<file path="config.mk">
export PLATFORM = sky130hd
export DESIGN_NAME = cdt_timer
export DESIGN_NICKNAME = d
export VERILOG_FILES = /design/src/rtl/cdt_pkg.sv /design/src/rtl/cdt_half.sv /design/src/rtl/cdt_irq.sv /design/src/rtl/cdt_timer.sv
export SDC_FILE = /design/constraint.sdc
export NUM_CORES = 1
export LEC_CHECK = 0
export ABC_AREA = 1
export CAP_MARGIN = 25
export CORE_MARGIN = 2
export CORE_UTILIZATION = 56
export DETAILED_ROUTE_END_ITERATION = 8
export PLACE_DENSITY_LB_ADDON = 0.05
export SETUP_SLACK_MARGIN = 0.5
export SYNTH_ARGS = -nofsm -noshare
export SYNTH_HDL_FRONTEND = slang
export SYNTH_HIERARCHICAL = 1
export SYNTH_SLANG_ARGS = --single-unit
export TNS_END_PERCENT = 20
</file>
<file path="constraint.sdc">
create_clock -name clk -period 3.8 [get_ports clk]
set_input_delay 0.95 -clock clk [delete_from_list [all_inputs] [get_ports clk]]
set_output_delay 0.95 -clock clk [all_outputs]
set_load 0.02 [all_outputs]
</file>
<file path="src/rtl/cdt_pkg.sv">
package cdt_pkg;
    localparam int CNT_W  = 32;
    localparam int HALF_W = 16;

    typedef enum logic [1:0] {
        MODE_FREE     = 2'b00,
        MODE_PERIODIC = 2'b01,
        MODE_SINGLE   = 2'b10,
        MODE_SINGLE_B = 2'b11
    } mode_e;
endpackage

</file>
<file path="src/rtl/cdt_half.sv">
module cdt_half #(
    parameter int W = 16
) (
    input  logic         clk,
    input  logic         rst_n,
    input  logic         load_i,
    input  logic [W-1:0] load_val_i,
    input  logic         dec_i,
    output logic [W-1:0] val_o,
    output logic         zero_o
);
    localparam logic [W-1:0] ONE = {{(W-1){1'b0}}, 1'b1};

    typedef struct packed {
        logic [W-1:0] val;
    } half_t;

    half_t st_d, st_q;

    always_comb begin
        st_d = st_q;
        if (load_i) begin
            st_d.val = load_val_i;
        end else if (dec_i) begin
            st_d.val = st_q.val - ONE;
        end
    end

    always_ff @(posedge clk) begin
        if (!rst_n) st_q <= '0;
        else        st_q <= st_d;
    end

    assign val_o  = st_q.val;
    assign zero_o = (st_q.val == '0);

    // a load lands the exact value one edge later
    a_r8_half_load: assert property (@(posedge clk) disable iff (!rst_n)
        load_i |=> (val_o == $past(load_val_i)));

    // with neither load nor step the half is frozen
    a_r2_half_hold: assert property (@(posedge clk) disable iff (!rst_n)
        (!load_i && !dec_i) |=> $stable(val_o));
endmodule

</file>
<file path="src/rtl/cdt_irq.sv">
module cdt_irq (
    input  logic clk,
    input  logic rst_n,
    input  logic expire_i,
    input  logic clr_i,
    input  logic en_i,
    output logic irq_o
);
    typedef struct packed {
        logic flag;
    } irq_t;

    irq_t st_d, st_q;

    always_comb begin
        st_d = st_q;
        if (clr_i)    st_d.flag = 1'b0;
        if (expire_i) st_d.flag = 1'b1;
    end

    always_ff @(posedge clk) begin
        if (!rst_n) st_q <= '0;
        else        st_q <= st_d;
    end

    assign irq_o = st_q.flag & en_i;

    // flag persists until a clear arrives
    a_r7_sticky: assert property (@(posedge clk) disable iff (!rst_n)
        (st_q.flag && !clr_i) |=> st_q.flag);

    // an expiry always leaves the flag set, clear or not
    a_r9_set_wins: assert property (@(posedge clk) disable iff (!rst_n)
        expire_i |=> st_q.flag);

    // a lone clear drops the flag
    a_r7_clear: assert property (@(posedge clk) disable iff (!rst_n)
        (clr_i && !expire_i) |=> !st_q.flag);
endmodule

</file>
<file path="src/rtl/cdt_timer.sv">
module cdt_timer
    import cdt_pkg::*;
#(
    parameter int CW = CNT_W,
    parameter int HW = HALF_W
) (
    input  logic          clk,
    input  logic          rst_n,
    input  logic          tick_i,
    input  logic          run_i,
    input  logic [1:0]    mode_i,
    input  logic          load_i,
    input  logic [CW-1:0] load_val_i,
    input  logic          irq_en_i,
    input  logic          irq_clr_i,
    output logic [CW-1:0] count_o,
    output logic          irq_o
);
    localparam int NH = CW / HW;
    localparam logic [CW-1:0] ONE_C = {{(CW-1){1'b0}}, 1'b1};

    typedef struct packed {
        logic [CW-1:0] reload;
    } top_t;

    top_t st_d, st_q;

    mode_e         mode;
    logic [NH-1:0] zero_h;
    logic [NH-1:0] chain;
    logic [CW-1:0] count;
    logic          all_zero;
    logic          step_raw;
    logic          step;
    logic          reload_now;
    logic          half_load;
    logic [CW-1:0] half_val;
    logic          expire;

    assign mode = mode_e'(mode_i);

    // reload register: captures every software load
    always_comb begin
        st_d = st_q;
        if (load_i) st_d.reload = load_val_i;
    end

    always_ff @(posedge clk) begin
        if (!rst_n) st_q <= '0;
        else        st_q <= st_d;
    end

    // step and reload decisions
    always_comb begin
        all_zero   = &zero_h;
        step_raw   = tick_i & run_i & ~load_i;
        reload_now = 1'b0;
        step       = step_raw;
        unique case (mode)
            MODE_FREE:     step = step_raw;
            MODE_PERIODIC: begin
                reload_now = step_raw & all_zero;
                step       = step_raw & ~all_zero;
            end
            default:       step = step_raw & ~all_zero;
        endcase
        half_load = load_i | reload_now;
        half_val  = load_i ? load_val_i : st_q.reload;
        expire    = step_raw & (count == ONE_C);
    end

    assign chain[0] = step;

    for (genvar i = 0; i < NH; i++) begin : g_half
        if (i > 0) begin : g_link
            assign chain[i] = chain[i-1] & zero_h[i-1];
        end
        cdt_half #(.W(HW)) u_half (
            .clk        (clk),
            .rst_n      (rst_n),
            .load_i     (half_load),
            .load_val_i (half_val[i*HW +: HW]),
            .dec_i      (chain[i]),
            .val_o      (count[i*HW +: HW]),
            .zero_o     (zero_h[i])
        );
    end

    cdt_irq u_irq (
        .clk      (clk),
        .rst_n    (rst_n),
        .expire_i (expire),
        .clr_i    (irq_clr_i),
        .en_i     (irq_en_i),
        .irq_o    (irq_o)
    );

    assign count_o = count;

    // no load and no counting tick means no change
    a_r2_idle_hold: assert property (@(posedge clk) disable iff (!rst_n)
        (!load_i && !(tick_i && run_i)) |=> $stable(count_o));

    // upper half frozen while the lower half is nonzero
    if (NH > 1) begin : g_borrow_chk
        a_r3_upper_borrow: assert property (@(posedge clk) disable iff (!rst_n)
            (!load_i && count_o[HW-1:0] != '0)
            |=> (count_o[CW-1:HW] == $past(count_o[CW-1:HW])));
    end

    // free-running wraps to all ones
    a_r4_free_wrap: assert property (@(posedge clk) disable iff (!rst_n)
        (mode_i == 2'b00 && step_raw && count_o == '0) |=> (count_o == '1));

    // periodic reload returns the last loaded value
    a_r5_periodic_reload: assert property (@(posedge clk) disable iff (!rst_n)
        (mode_i == 2'b01 && step_raw && count_o == '0)
        |=> (count_o == $past(st_q.reload)));

    // one-shot parks at zero
    a_r6_single_park: assert property (@(posedge clk) disable iff (!rst_n)
        (mode_i[1] && !load_i && count_o == '0) |=> (count_o == '0));
endmodule

</file>
Word level (Yosys, flattened, before mapping) --
Index checks and enable logic that the tools add are counted.
Cells by class: eq/ne operators 2, reductions and logical operators 7, bitwise gates (word level) 10, muxes and demuxes 9, add/sub/neg operators 2
Operator list (number):
- 16-bit two-way mux | 4
- 32-bit by 1-bit == test with 1-bit output, second input constant | 1
- 16-bit logical NOT | 2
- 32-bit two-way mux | 1
- 16-bit by 1-bit subtractor with 16-bit output, second input constant | 2
- 1-bit AND | 7
- 2-bit nonzero test | 3
- 1-bit two-way mux | 4
- 2-bit by 1-bit == test with 1-bit output, second input constant | 1
- 2-bit logical NOT | 1
- 1-bit NOT | 2
- 2-bit AND reduction | 1
- 1-bit bitwise OR | 1
Storage, ports and cells: logic and storage cells 34, flip-flop bits (word level) 65, input port bits 41

Depth between registers and ports, before layout --
word-level depth 8, gate-level depth with buffers 18, mapped depth without buffers 17

Modules after synthesis --
Netlist, hierarchy kept.
Modules (own cells, without submodules):
- cdt_half | cells an instance 174, area each 1102.3 µm², instances 2
- cdt_timer | cells an instance 212, area each 1432.6 µm², instances 1
- cdt_irq | cells an instance 8, area each 51.3 µm², instances 1

Least setup slack after synthesis --
OpenSTA, ideal clock, no wires.
kind register -> register, start register g_half[0].u_half.st_q, in the netlist g_half[0].u_half/val_o[0], end register g_half[1].u_half.st_q, in the netlist g_half[1].u_half/val_o[6], clock period less this slack 2.513 ns, stages on the path, launching flop included 16, arrival 2.442 ns, slack 1.287 ns, cells stage by stage dfxtp_1 > inv_1 > ha_1 > nand2_1 > nor2_1 > nand2_1 > nor2_1 > nand2_1 > nor4_2 > inv_1 > a211oi_1 > nand2_1 > inv_2 > buf_6 > nand3_1 > a21oi_1
On the way: longest elaborated chain between the ends 7, elaborated cells between the ends (all ways) 11, classes of those cells mux (3); bitwise (5); reduce/logical (3)
Ends and longest elaborated chain:
- from (decl) | RTL line cdt_half.sv:18 | half_t st_d, st_q;
- from (signal assigned) | RTL line cdt_half.sv:31 | else st_q <= st_d;
- 16-bit logical NOT * | RTL line cdt_half.sv:35 | assign zero_o = (st_q.val == '0);
- named net zero_h[0] | RTL line cdt_timer.sv:29 | logic [NH-1:0] zero_h;
- 2-bit AND reduction | RTL line cdt_timer.sv:55 | all_zero = &zero_h;
- 1-bit NOT | RTL line cdt_timer.sv:63, cdt_timer.sv:65
- 1-bit AND | RTL line cdt_timer.sv:63, cdt_timer.sv:65
- 1-bit two-way mux
- 1-bit AND * | RTL line cdt_timer.sv:76 | assign chain[i] = chain[i-1] & zero_h[i-1];
- named net chain[1] | RTL line cdt_timer.sv:30 | logic [NH-1:0] chain;
- 2-bit nonzero test (no line) *
- to (signal assigned) | RTL line cdt_half.sv:31
- to (decl) | RTL line cdt_half.sv:18
Mark *: on every way through the listed nets, which the timed path passes. The rest lies on a longest branch. A chain may end at the register's enable or synchronous reset.

Worst setup path in the final report --
start input port irq_en_i, end output port irq_o
On the way: longest elaborated chain between the ends 1
Ends and longest elaborated chain:
- from (decl) | RTL line cdt_timer.sv:14 | input logic irq_en_i,
- 1-bit AND | RTL line cdt_irq.sv:26 | assign irq_o = st_q.flag & en_i;
- to (decl) | RTL line cdt_timer.sv:17 | output logic irq_o
Every way passes these cells.

==> out/qor.txt <==
final hold vios: 0
I/O Pins: 74
Critical Path RT: 2850 ps
drt via density: 5.38
sw power: 565 µW
Top delay family on crit path: buffers and inverters
Synth warnings: 6
Antenna Nets Post-Route: 0
Detailed Route WL: 9.66 mm
syn_nets: 611
total die area: 7250 µm²
Max Freq: 328 MHz
combinational share of power: 0.245
clk sink count: 65
Buffers on Ports: 73
Post-Syn Area: 3690 µm²
async set-reset flop share out of synthesis: 0
largest net degree at the start of global routing: 33
internal reg-to-reg setup slack: 800 ps
Crit Path Class: input pin to output pin
sequential area share after synthesis: 0.353
Top FF cell, synth: dfxtp_1
Cell variety after synth: 31
Final Cell Area: 4630 µm²
gr usage total: 0.268
Area Growth Syn to Fin: 25.6%
Setup violations, final: 0
share of layout cells above drive strength 1: 0.0806
status: completed
first-pass GRT wire length: 15.7 mm
critical path's largest stage delay: 590 ps
area of placed instances: 4440 µm²
clk buf depth: 2
std cell rows: 29
setup bufs post-CTS: 0
vias in the first global route: 3,447
Synth top area share: 0.353
total grt overflow: 0
CP arrival: 2100 ps
number of diodes: 0
leading area contributor after synthesis: dfxtp_1
Remaining DRCs: 0
HPWL after DPL: 7.10 mm
P_leak: 0.00209 µW
clock skew: 12.7 ps
clock-pin slew on the worst setup and hold paths: 70 ps
Hold Crit Class: flip-flop to flip-flop
Final period util: 0.802
Synth Register Bits: 65
Critical Path Most Common Cell: clkdlybuf4s50_1
count leader, synth: nand2_1
reg-to-reg critical path startpoint: g_half[1].u_half/val_o[0]
Worst slew margin: 0.516
total of max-cap violations: 0
Clk Latency, worst-skew pair: 350 ps
hold slack: 469 ps
EDFF count, synth: 0
gpl congestion: 0.952
Slew Limit Fails: 0
hold_sp: st_q[20]
Hold Path Stages: 2
total power: 1770 µW
Starting DRT DRC Count: 292
worst r2r dst: g_half[1].u_half/val_o[6]
Power Dens Cells: 381 nW/µm²
Final min period: 3050 ps
power share of the clock group: 0.324
CP Buf/Inv Count: 3
WHS Endpoint: st_q[20]
largest cells by area after synthesis: dfxtp_1, nand2_1, nor2_1
top cells by count, synth: nand2_1, nor2_1, dfxtp_1, inv_1, a21oi_1
crit path cell chain: clkdlybuf4s50_1 > nand2_1 > inv_1 > clkdlybuf4s50_1
CTS tree: done
core area: 6350 µm²
Seq pwr share: 0.431
slowest CP cell: clkdlybuf4s50_1
critical path launch point type: input pin
Initial Util: 0.581
# nets final: 683
Pre-Repair DR Iteration Count: 5
routed len/inst: 13.4 µm
via count: 3,882
Setup TNS: 0 ps
worst-margin pin slew: 723 ps
worst reg-to-reg path cell count: 15
syn avg cell area: 6.49 µm²
Sw Ratio: 0.320
RSZ-0062 raised after global routing: false
Internal: 1200 µW
CP max FO: 1
Die Span X: 85.2 µm
maximum vdd drop: 0.309 mV
Mapped Cells: 568
initial antenna violation count: 0
Final Core Density: 0.730
Num CTS Buffers: 9
die span in y: 85.2 µm
Critical Path Sink Type: output pin
H-Tree Depth: 3
CTS Root Cell: clkbuf_8
-- state kept, by name, summed over array words and instances (netlist names) --
name                 flops
g_half.u_half/val_o     32
u_irq/st_q               1
st_q                    32
-- what timing repair did --
item / in CTS / in global routing
gates resized for setup: 0 / 2
hold buffers: 0 / 0
setup endpoints to repair: 0 / 4
-- through the flow --
step	setup slack, ps	cells
floorplan	1290	568
global placement	768	706
detailed placement	728	706
CTS	734	722
global route	503	722
finish	752	722
-- layout by cell type (no fill, tap or decap), drive strengths merged --
cell type	Yosys	routed
nand4	7	7
nand2	194	194
a211oi	1	1
dfxtp	65	65
xor2	6	6
clkbuf	6	11
clkinv	1	4
inv	60	60
nand3b	2	2
bufinv	0	1
clkdlybuf4s50	0	73
a21oi	53	53
ha	2	2
clkinvlp	0	1
nor4	2	2
or2	1	1
o21bai	2	2
nor2	79	79
buf	14	8
o21ai	15	15
a22oi	16	16
nand3	29	29
nor3	2	2
a31oi	11	11
-- per-layer routing --
| layer | GRT usage | vias to the layer above | wire length, µm |
|---|---|---|---|
| met5 | 0 | - | 0 |
| met4 | 0.121 | 0 | 282 |
| met3 | 0.0535 | 26 | 563 |
| met2 | 0.420 | 160 | 4470 |
| met1 | 0.358 | 1736 | 4340 |
| li1 | - | 1960 | - |
-- worst min-delay path: stages (launching register included) --
cell and delay, ps:
dfxtp_1 300, nand2_1 70, a21oi_1 60
-- how the worst max path moves through the flow --
stage               depth (start not counted)                        end  slack, ps                       from
finish                                      4                      irq_o        750                   irq_en_i
global route                               15  g_half[1].u_half/val_o[6]        500  g_half[1].u_half/val_o[0]
CTS                                        14  g_half[0].u_half/val_o[6]        730  g_half[1].u_half/val_o[0]
detailed placement                          9  g_half[0].u_half/val_o[6]        730                     load_i
global placement                            4                      irq_o        770                   irq_en_i
floorplan                                  15  g_half[1].u_half/val_o[6]       1290  g_half[0].u_half/val_o[0]
-- logic make-up (layout without fill, tap and decap cells) --
logic type	Yosys count	after routing	share of synthesized area
flip-flops	65	65	0.353
XOR/XNOR	6	6	0.0142
buffers and inverters	81	158	0.102
AO/OA/AOI/OAI	98	98	0.153
AND/OR/NAND/NOR	316	316	0.371
adder cells (fa/ha/maj)	2	2	0.00678
-- power by group through the flow --
stage	Clock [µW]	Combinational [µW]	Sequential (µW)
final	572	433	761
after global routing	610	478	766
after global placement	0	419	775
after detailed placement	0	428	776
after CTS	578	430	760
after floorplan	0	268	790
-- final cells by class --
type / instances / area [µm²]
tap: 77 / 96.3
inverter: 61 / 234
timing repair buffer: 81 / 791
clock inverter: 5 / 56.3
multi-input combinational: 422 / 2020
sequential: 65 / 1300
clock buffer: 11 / 131
fill: 540 / 1720
Power figures use the tool's default switching activity.
